===== config.mk =====
export PLATFORM = sky130hd
export DESIGN_NAME = wt_word_cache
export DESIGN_NICKNAME = d
export VERILOG_FILES = /design/src/rtl/wtc_pkg.sv /design/src/rtl/wtc_lookup.sv /design/src/rtl/wtc_victim.sv /design/src/rtl/wt_word_cache.sv
export SDC_FILE = /design/constraint.sdc
export NUM_CORES = 1
export LEC_CHECK = 0
export ABC_CLOCK_PERIOD_IN_PS = 6900
export CAP_MARGIN = 25
export CORE_ASPECT_RATIO = 1.2
export CORE_UTILIZATION = 45
export CTS_CLUSTER_DIAMETER = 80
export DETAILED_ROUTE_END_ITERATION = 16
export DONT_BUFFER_PORTS = 1
export PLACE_DENSITY_LB_ADDON = 0.08
export SYNTH_ARGS = -nofsm -noshare
export SYNTH_HDL_FRONTEND = slang
export SYNTH_SLANG_ARGS = --single-unit

===== constraint.sdc =====
create_clock -name clk -period 6.9 [get_ports clk]
set_input_delay 0.69 -clock clk [delete_from_list [all_inputs] [get_ports clk]]
set_output_delay 0.69 -clock clk [all_outputs]
set_load 0.05 [all_outputs]

===== src/rtl/wtc_pkg.sv =====
package wtc_pkg;
    typedef enum logic [1:0] {
        ST_IDLE = 2'd0,
        ST_REQ  = 2'd1,
        ST_WAIT = 2'd2
    } wtc_state_e;
endpackage


===== src/rtl/wtc_lookup.sv =====
module wtc_lookup #(
    parameter int ENTRIES = 4,
    parameter int ADDR_W  = 16,
    localparam int IDX_W  = (ENTRIES > 1) ? $clog2(ENTRIES) : 1
) (
    input  logic [ENTRIES-1:0]             valid_i,
    input  logic [ENTRIES-1:0][ADDR_W-1:0] tag_i,
    input  logic [ADDR_W-1:0]              addr_i,
    output logic [ENTRIES-1:0]             match_o,
    output logic                           hit_o,
    output logic [IDX_W-1:0]               idx_o
);
    for (genvar g = 0; g < ENTRIES; g++) begin : g_cmp
        assign match_o[g] = valid_i[g] && (tag_i[g] == addr_i);
    end

    always_comb begin
        idx_o = '0;
        for (int i = ENTRIES - 1; i >= 0; i--) begin
            if (match_o[i]) idx_o = IDX_W'(i);
        end
    end

    assign hit_o = |match_o;
endmodule


===== src/rtl/wtc_victim.sv =====
module wtc_victim #(
    parameter int ENTRIES = 4,
    localparam int IDX_W  = (ENTRIES > 1) ? $clog2(ENTRIES) : 1
) (
    input  logic               clk,
    input  logic               rst_n,
    input  logic [ENTRIES-1:0] valid_i,
    input  logic               alloc_i,
    output logic [IDX_W-1:0]   victim_o
);
    logic [IDX_W-1:0] ptr_d, ptr_q;
    logic [IDX_W-1:0] free_idx;
    logic             any_free;

    always_comb begin
        free_idx = '0;
        any_free = 1'b0;
        for (int i = ENTRIES - 1; i >= 0; i--) begin
            if (!valid_i[i]) begin
                free_idx = IDX_W'(i);
                any_free = 1'b1;
            end
        end
        victim_o = any_free ? free_idx : ptr_q;
        ptr_d    = ptr_q;
        if (alloc_i) begin
            ptr_d = (ptr_q == IDX_W'(ENTRIES - 1)) ? '0 : ptr_q + 1'b1;
        end
    end

    always_ff @(posedge clk) begin
        if (!rst_n) ptr_q <= '0;
        else        ptr_q <= ptr_d;
    end

    // an invalid entry is always taken before any valid one
    a_r7_prefer_free: assert property (@(posedge clk) disable iff (!rst_n)
        !(&valid_i) |-> !valid_i[victim_o]);
endmodule


===== src/rtl/wt_word_cache.sv =====
module wt_word_cache
    import wtc_pkg::*;
#(
    parameter int ENTRIES = 4,
    parameter int ADDR_W  = 16,
    parameter int DATA_W  = 32
) (
    input  logic              clk,
    input  logic              rst_n,
    input  logic              cpu_valid,
    output logic              cpu_ready,
    input  logic              cpu_we,
    input  logic [ADDR_W-1:0] cpu_addr,
    input  logic [DATA_W-1:0] cpu_wdata,
    output logic              cpu_resp_valid,
    output logic [DATA_W-1:0] cpu_resp_rdata,
    output logic              mem_req_valid,
    input  logic              mem_req_ready,
    output logic              mem_req_we,
    output logic [ADDR_W-1:0] mem_req_addr,
    output logic [DATA_W-1:0] mem_req_wdata,
    input  logic              mem_resp_valid,
    input  logic [DATA_W-1:0] mem_resp_rdata
);
    localparam int IDX_W = (ENTRIES > 1) ? $clog2(ENTRIES) : 1;

    typedef struct packed {
        wtc_state_e                     state;
        logic [ENTRIES-1:0]             valid;
        logic [ENTRIES-1:0][ADDR_W-1:0] tag;
        logic [ENTRIES-1:0][DATA_W-1:0] data;
        logic                           mreq;
        logic                           mwe;
        logic [ADDR_W-1:0]              maddr;
        logic [DATA_W-1:0]              mwdata;
        logic                           rvalid;
        logic [DATA_W-1:0]              rdata;
    } cache_st_t;

    cache_st_t        st_d, st_q;
    logic [ENTRIES-1:0] lk_match;
    logic               lk_hit;
    logic [IDX_W-1:0]   lk_idx;
    logic [IDX_W-1:0]   vic_idx;
    logic               alloc;

    wtc_lookup #(.ENTRIES(ENTRIES), .ADDR_W(ADDR_W)) u_lookup (
        .valid_i (st_q.valid),
        .tag_i   (st_q.tag),
        .addr_i  (cpu_addr),
        .match_o (lk_match),
        .hit_o   (lk_hit),
        .idx_o   (lk_idx)
    );

    wtc_victim #(.ENTRIES(ENTRIES)) u_victim (
        .clk      (clk),
        .rst_n    (rst_n),
        .valid_i  (st_q.valid),
        .alloc_i  (alloc),
        .victim_o (vic_idx)
    );

    always_comb begin
        st_d        = st_q;
        st_d.rvalid = 1'b0;
        alloc       = 1'b0;
        unique case (st_q.state)
            ST_IDLE: begin
                if (cpu_valid) begin
                    if (!cpu_we && lk_hit) begin
                        st_d.rvalid = 1'b1;
                        st_d.rdata  = st_q.data[lk_idx];
                    end else begin
                        st_d.mreq   = 1'b1;
                        st_d.mwe    = cpu_we;
                        st_d.maddr  = cpu_addr;
                        st_d.mwdata = cpu_wdata;
                        st_d.state  = ST_REQ;
                        if (cpu_we) begin
                            if (lk_hit) begin
                                st_d.data[lk_idx] = cpu_wdata;
                            end else begin
                                alloc                = 1'b1;
                                st_d.valid[vic_idx]  = 1'b1;
                                st_d.tag[vic_idx]    = cpu_addr;
                                st_d.data[vic_idx]   = cpu_wdata;
                            end
                        end
                    end
                end
            end
            ST_REQ: begin
                if (mem_req_ready) begin
                    st_d.mreq  = 1'b0;
                    st_d.state = ST_WAIT;
                end
            end
            ST_WAIT: begin
                if (mem_resp_valid) begin
                    st_d.state  = ST_IDLE;
                    st_d.rvalid = 1'b1;
                    if (st_q.mwe) begin
                        st_d.rdata = st_q.mwdata;
                    end else begin
                        st_d.rdata          = mem_resp_rdata;
                        alloc               = 1'b1;
                        st_d.valid[vic_idx] = 1'b1;
                        st_d.tag[vic_idx]   = st_q.maddr;
                        st_d.data[vic_idx]  = mem_resp_rdata;
                    end
                end
            end
            default: st_d.state = ST_IDLE;
        endcase
    end

    always_ff @(posedge clk) begin
        if (!rst_n) st_q <= '0;
        else        st_q <= st_d;
    end

    assign cpu_ready      = (st_q.state == ST_IDLE);
    assign cpu_resp_valid = st_q.rvalid;
    assign cpu_resp_rdata = st_q.rdata;
    assign mem_req_valid  = st_q.mreq;
    assign mem_req_we     = st_q.mwe;
    assign mem_req_addr   = st_q.maddr;
    assign mem_req_wdata  = st_q.mwdata;

    // a hit read answers in the next cycle without going to memory
    a_r2_hit_fast: assert property (@(posedge clk) disable iff (!rst_n)
        (cpu_valid && cpu_ready && !cpu_we && lk_hit) |=> (cpu_resp_valid && !mem_req_valid));

    // every accepted write goes out to memory with its address
    a_r4_write_through: assert property (@(posedge clk) disable iff (!rst_n)
        (cpu_valid && cpu_ready && cpu_we) |=>
        (mem_req_valid && mem_req_we && mem_req_addr == $past(cpu_addr)));

    // the processor side is closed while memory is being used
    a_r8_single_flight: assert property (@(posedge clk) disable iff (!rst_n)
        mem_req_valid |-> !cpu_ready);

    // a stalled memory request holds still
    a_r9_req_hold: assert property (@(posedge clk) disable iff (!rst_n)
        (mem_req_valid && !mem_req_ready) |=>
        (mem_req_valid && $stable(mem_req_addr) && $stable(mem_req_wdata) && $stable(mem_req_we)));

    // tags stay unique, so at most one entry matches
    a_r10_unique_tag: assert property (@(posedge clk) disable iff (!rst_n)
        $onehot0(lk_match));
endmodule


==> results of run 1 <==
sequential cells by signal (all words and copies together) (netlist names):
name            cells
st_q              198
cpu_resp_rdata     32
mem_req_wdata      32
mem_req_addr       16
u_victim.ptr_q      2
cpu_resp_valid      1
mem_req_valid       1
mem_req_we          1
layout make-up:
type                       instances  area (sq um)  share of cell area [%]
tap                              401           502                    3.29
sequential                       283          5670                    37.2
clock inverter                    10           204                    1.34
clock buffer                      44           852                    5.60
timing repair buffer              36           314                    2.06
multi-input combinational       1188          7550                    49.6
inverter                          36           138                   0.904
worst paths after layout:
path                                           to
worst max-delay path                    st_q[118]
worst min-delay path            mem_req_wdata[26]
worst max register to register          st_q[118]
worst min register to register          st_q[114]
per-layer routing:
metal	up-vias	share of wire, %	GRT usage [%]
met5	-	0	0
met4	0	3.1	11.8
met3	95	8.2	5.35
met2	579	46	48.9
met1	6204	42	37.7
li1	5972	-	-
power by group through the flow:
stage	clock network (W)	logic (W)	registers [W]
5_1_grt	0.00184	0.000456	0.00185
3_3_place_gp	0	0.000410	0.00187
6_report	0.00175	0.000422	0.00184
4_1_cts	0.00178	0.000417	0.00184
2_1_floorplan	0	0.000429	0.00178
3_5_place_dp	0	0.000416	0.00187
cells by family after synthesis:
kind of cell               Yosys count
DFF                                283
AOI/OAI and AO/OA                  704
buffers and inverters              291
adders and majority gates            1
and+or+nand+nor                    385
xor gates and xnor gates            64
muxes                               34
critical path, delay by kind of cell (launching register included):
kind | cells | cell delay, ps
AOI/OAI and AO/OA | 4 | 2060
and+or+nand+nor | 3 | 940
buffers and inverters | 1 | 380
DFF | 1 | 310
xor gates and xnor gates | 1 | 250
through the flow:
stage	power [W]	hold slack, ps	area, sq um	worst slack, ps	std cells
final	0.00401	242	15200	2820	1998
after global routing	0.00415	236	15200	2660	1998
after CTS	0.00403	228	15200	2860	1995
after detailed placement	0.00229	453	14100	2500	1941
after global placement	0.00228	443	14100	2660	1941
after floorplan	0.00221	430	14500	3520	1762
placed cells by master, fill, tap and decap left out, types with 4 or more instances in the layout:
master	Yosys	final
o22ai_2	30	30
xor2_1	14	14
a22oi_1	16	16
inv_1	34	34
nor3_1	7	5
or2_2	3	4
a211oi_2	0	4
a211oi_1	77	71
bufinv_16	0	6
o211a_1	32	32
xnor2_1	50	50
nand3_1	10	9
o21ai_0	111	111
clkbuf_8	0	7
nand4_1	21	21
nor2_1	155	151
a22o_1	4	4
a21oi_2	0	4
dfxtp_1	283	282
a41oi_1	33	33
buf_4	83	33
o21ai_1	20	17
nand2_1	150	149
mux2i_1	34	34
a211o_1	32	32
clkbuf_1	139	8
a32oi_1	60	60
clkbuf_16	0	29
nand3b_1	4	4
a21oi_1	246	242
a2bb2oi_1	32	32
==> results.md, run 1 <==
- Hold Path Class: input port to flop
- Share of the clock period used by the worst path: 59.1%
- Drt drc: 15
- Vias per inst: 6.43
- Clk buf depth: 3
- Clk pwr share: 43.7%
- Synth top area share: roughly 40%
- Leakage: 5.23 nW
- Port Buffers: 0
- Status: complete, but fails checks
- Net count, final: 1661
- PwrDens: between 200 and 300 nW/um^2
- Area leader, netlist: dfxtp_1
- Worst Path Max Fanout: 19
- Slew headroom: 25.7%
- Fin. Hold Viols: 0
- Ys flop type: dfxtp_1
- XOR/XNOR share of the synthesized area: 3.85%
- Post-synthesis mux area share: 2.34%
- Io pins: 170
- Skew-Pair Late Insertion Delay: 580 ps
- R2r setup slk: 2820 ps
- Post-synthesis net count: 1849
- Critical path startpoint: st_q[235]
- #FFs+latches synth: 283
- Setup TNS: 0 ps
- Crit Path Class: flop to flop
- Die Height: 199 um
- Final Slew Violations: 0
- Warnings from Yosys: 0
- Worst path max stage delay: 930 ps
- DRT Wirelength: slightly below 50000 um
- Sequential Power Share: 45.8%
- Total vias in the final route: approximately 13k
- Slowest stage cell, crit path: a211oi_4
- Post-CTS Setup Repair Bufs: 0
- Routed WL per cell: between 20 and 25 um
- EDFF count, synth: 0
- Sequential share of the synthesized area: 38.9%
- Hold buffers post-CTS: 0
- Worst slew pin tran: 1110 ps
- Gate power share: between 10% and 20%
- Top cells by area, synth: dfxtp_1 39%, a21oi_1 8.5%, buf_4 4.3%
- Reg-to-Reg Start: st_q[235]
- Starting density of the core: 46.0%
- Simple-gate portion of the synthesized area: between 10% and 20%
- RD Place Congestion: between 0.8 and 0.9
- CP endpoint kind: flop
- Syn Std Cell Area: 14500 sq um
- Fin util: 48.2%
- Hold Crit Start: cpu_wdata[26]
- Area grow syn2layout: 4.67%
- Max Freq: 245 MHz
- Compound-cell area share of the yosys netlist: between 30% and 40%
- H-tree levels: 1
- All-Layer GR Usage: 29.4%
- Num rows: 71
- Post-Synth Adder-Cell Area: 0.0860%
- Antenna-violating nets left: 0
- RSZ-0062 raised after global routing: false
- # clock sinks: roughly 280
- Clock slew at reported path FFs: about 60 ps
- TritonCTS Buffers: 29
- Post-DP HPWL: 29500 um
- CTS resizes: 0
- Clock skew: roughly 19 ps
- Critical Path Source Type: flop
- Largest net degree at the start of global routing: 101
- Root Driver: clkbuf_16
- Required @ worst endpoint: between 7000 and 8000 ps
- Final setup vio count: 0
- First-pass GRT wire length: approximately 75000 um
- Die width: roughly 170 um
- Crit path time final: 4080 ps
- Vias in the first global route: 12.4k
- Share of layout cells above drive strength 1: 9.64%
- Largest family of logic cells by synthesized area: compound AO/OA/AOI/OAI gates
- Iteration-0 DRC Markers: 1063
- Cell depth of the worst hold path: 2
- Failing checks: DRC
- DIE AREA: 33100 sq um
- Max Cap Viol: 0
- Cell count of the worst reg-to-reg path: 9
- CTS tree: built
- Count leader, synth: dfxtp_1
- Arr. time, crit path: 4550 ps
- VDD IR-drop max: 0.000217 V
- Filler instances: 3069
- Switch Pwr: 0.00108 W
- Total gr overflow: 0
- Mapped Cells: 1762
- Antenna violations before repair: 0
- # diodes: 0
- First-pass detailed-route iteration total: 11
- Async SR Flop Fraction: 0%
- Core Region: approximately 32000 sq um
- Netlist cell types: 62
- Cells along the critical path: xnor2_1, nor4b_1, nand4_1, a211oi_4, nand2_1, a21oi_2, buf_4, a32oi_1, a211oi_1
- Sw Share: 26.9%
- Syn_area_per_cell: roughly 8.3 sq um
- Synth cell count leaders: 283 x dfxtp_1, 246 x a21oi_1, 155 x nor2_1
- Internal: 0.00293 W
Note: power is estimated with default switching activity, not from simulation.
==> run 2: changes to the inputs <==
--- a/config.mk
+++ b/config.mk
@@ -5,7 +5,7 @@
 export SDC_FILE = /design/constraint.sdc
 export NUM_CORES = 1
 export LEC_CHECK = 0
-export ABC_CLOCK_PERIOD_IN_PS = 6900
+export ABC_CLOCK_PERIOD_IN_PS = 3470
 export CAP_MARGIN = 25
 export CORE_ASPECT_RATIO = 1.2
 export CORE_UTILIZATION = 45
==> constraint.sdc (replaced) <==
create_clock -name clk -period 3.47 [get_ports clk]
set_input_delay 0.347 -clock clk [delete_from_list [all_inputs] [get_ports clk]]
set_output_delay 0.347 -clock clk [all_outputs]
set_load 0.05 [all_outputs]
==> run 2 against run 1 <==
Effect of this change: the flow still finishes with violations (DRC); clock power grew 92%; register-to-register slack worse by 2600 ps; power grew 99%; non-clock buffer count rose by 89; critical path depth unchanged; clock skew shrank 4.5 ps; wire length rose by 3.6%; sequential share of layout area down 1.9 points; critical path type unchanged; largest power group unchanged; highest routed layer unchanged.
==> results.md, run 2 (synthesis gave the netlist of run 1 again) <==
- Setup TNS: 0 ps
- Routed WL per cell: 24.6 um
- Drt drc: 16
- DIE AREA: 33100 sq um
- Vias in the first global route: 12.7k
- PwrDens: 497 nW/um^2
- DRT Wirelength: 51200 um
- Antenna-violating nets left: 0
- TritonCTS Buffers: 30
- Root Driver: clkbuf_16
- Iteration-0 DRC Markers: roughly 1.1k
- Inst Count DP: ~2k
- Total vias in the final route: 13.1k
- Failing checks: DRC
- Port Buffers: 0
- Hold Path Class: input port to flop
- Most Crowded Layer GR: met2
- CP endpoint kind: flop
- CTS resizes: 0
- Antenna violations before repair: 0
- Filler instances: 3059
- Slew headroom: 28.2%
- Post-CTS Setup Repair Bufs: 0
- Arr. time, crit path: 3730 ps
- Core Region: between 30000 and 40000 sq um
- # clock sinks: 283
- Commonest non-fill, non-tap cell in the layout: dfxtp_1
- Io pins: between 150 and 200
- Post-DP HPWL: 31800 um
- Worst slew pin tran: 1070 ps
- Non-Filler Instances: 2083
- Leakage: about 5.6 nW
- Share of the clock period used by the worst path: 93.2%
- Skew-Pair Late Insertion Delay: about 570 ps
- Clock slew at reported path FFs: 60 ps
- All-Layer GR Usage: 30.6%
- Largest net degree at the start of global routing: 97
- Net count, final: 1751
- Crit Path Class: flop to flop
- Final Slew Violations: 0
- Final Power: between 0.007 and 0.008 W
- Clk buf depth: 3
- RD Place Congestion: around 0.88
- Num rows: 71
- Commonest non-fill, non-tap cells in the layout: 282 x dfxtp_1, 242 x a21oi_1, 151 x nor2_1
- Hold buffers post-CTS: 53
- H-tree levels: 1
- First-pass GRT wire length: between 70000 and 80000 um
- First-pass detailed-route iteration total: 11
- Critical Path Source Type: flop
- Vias per inst: 6.29
- Crit path time final: about 3200 ps
- Die width: between 150 and 200 um
- Area grow syn2layout: 10.3%
- Met2 Use GR: between 50 and 60%
- Final setup vio count: 0
- Fin. Hold Viols: 0
- CTS tree: built
- M1 GR Usage: 37.7%
- Share of layout cells above drive strength 1: around 11%
- VDD IR-drop max: 0.000325 V
- Clock skew: 14.8 ps
- Total gr overflow: 0
- Starting density of the core: between 40% and 50%
- Worst Path Max Fanout: 17
- Max Freq: 309 MHz
- Largest Register: st_q
- Fin Hold WS: 24.4 ps
- Die Height: 199 um
- Max Cap Viol: 0
- Status: complete, but fails checks
- RSZ-0062 raised after global routing: false
- Met3 Resource Use GR: between 5 and 6%
- Required @ worst endpoint: 3970 ps
- # diodes: 0
- Max FFs per register: slightly below 200
-- run 2: metrics by stage --
stage,setup slack (ps),area (sq um),utilization (%)
after global routing,109,16000,50.7
after floorplan,434,14500,-
final,236,16000,50.7
after detailed placement,184,14500,45.8
after global placement,206,14500,45.8
after CTS,99.7,16000,50.7
-- run 2: worst paths after layout --
kind         cells after the start         to          from  slack [ps]
max                              9  st_q[111]     st_q[225]         240
min                              2  st_q[151]  cpu_wdata[4]          20
max reg2reg                      9  st_q[111]     st_q[225]         240
min reg2reg                      2  st_q[114]     st_q[114]         460
-- run 2: worst max-delay path: stages, from the launching register on --
cell and delay (ps):
dfxtp_1 320, xor2_1 180, or4_1 580, nor4_4 310
buf_4 190, nand2_1 90, a211oi_4 850, buf_4 390
a2bb2oi_1 120, o22ai_2 110
-- run 2: routing by layer --
metal  share of wire, %  routed length (um)  vias to the layer above
met5                  0                   0                        -
met4                3.2                1630                        0
met3                8.0                4090                      109
met2                 48               24500                      571
met1                 41               21000                     6282
li1                   -                   -                     6135
-- run 2: final cells by class --
class / count / area [sq um] / share of cell area, %
clock inverter: 6 / 130 / 0.811
tap: 401 / 502 / 3.13
inverter: 36 / 138 / 0.858
timing repair buffer: 125 / 1180 / 7.37
clock buffer: 44 / 885 / 5.51
multi-input combinational: 1188 / 7540 / 47.0
sequential: 283 / 5670 / 35.3
-- run 2: report_power, final --
part | internal [W] | switching, W
combinational | 0.000366 | 0.000602
sequential | 0.00340 | 0.000248
clock | 0.00204 | 0.00132
total | 0.00581 | 0.00217
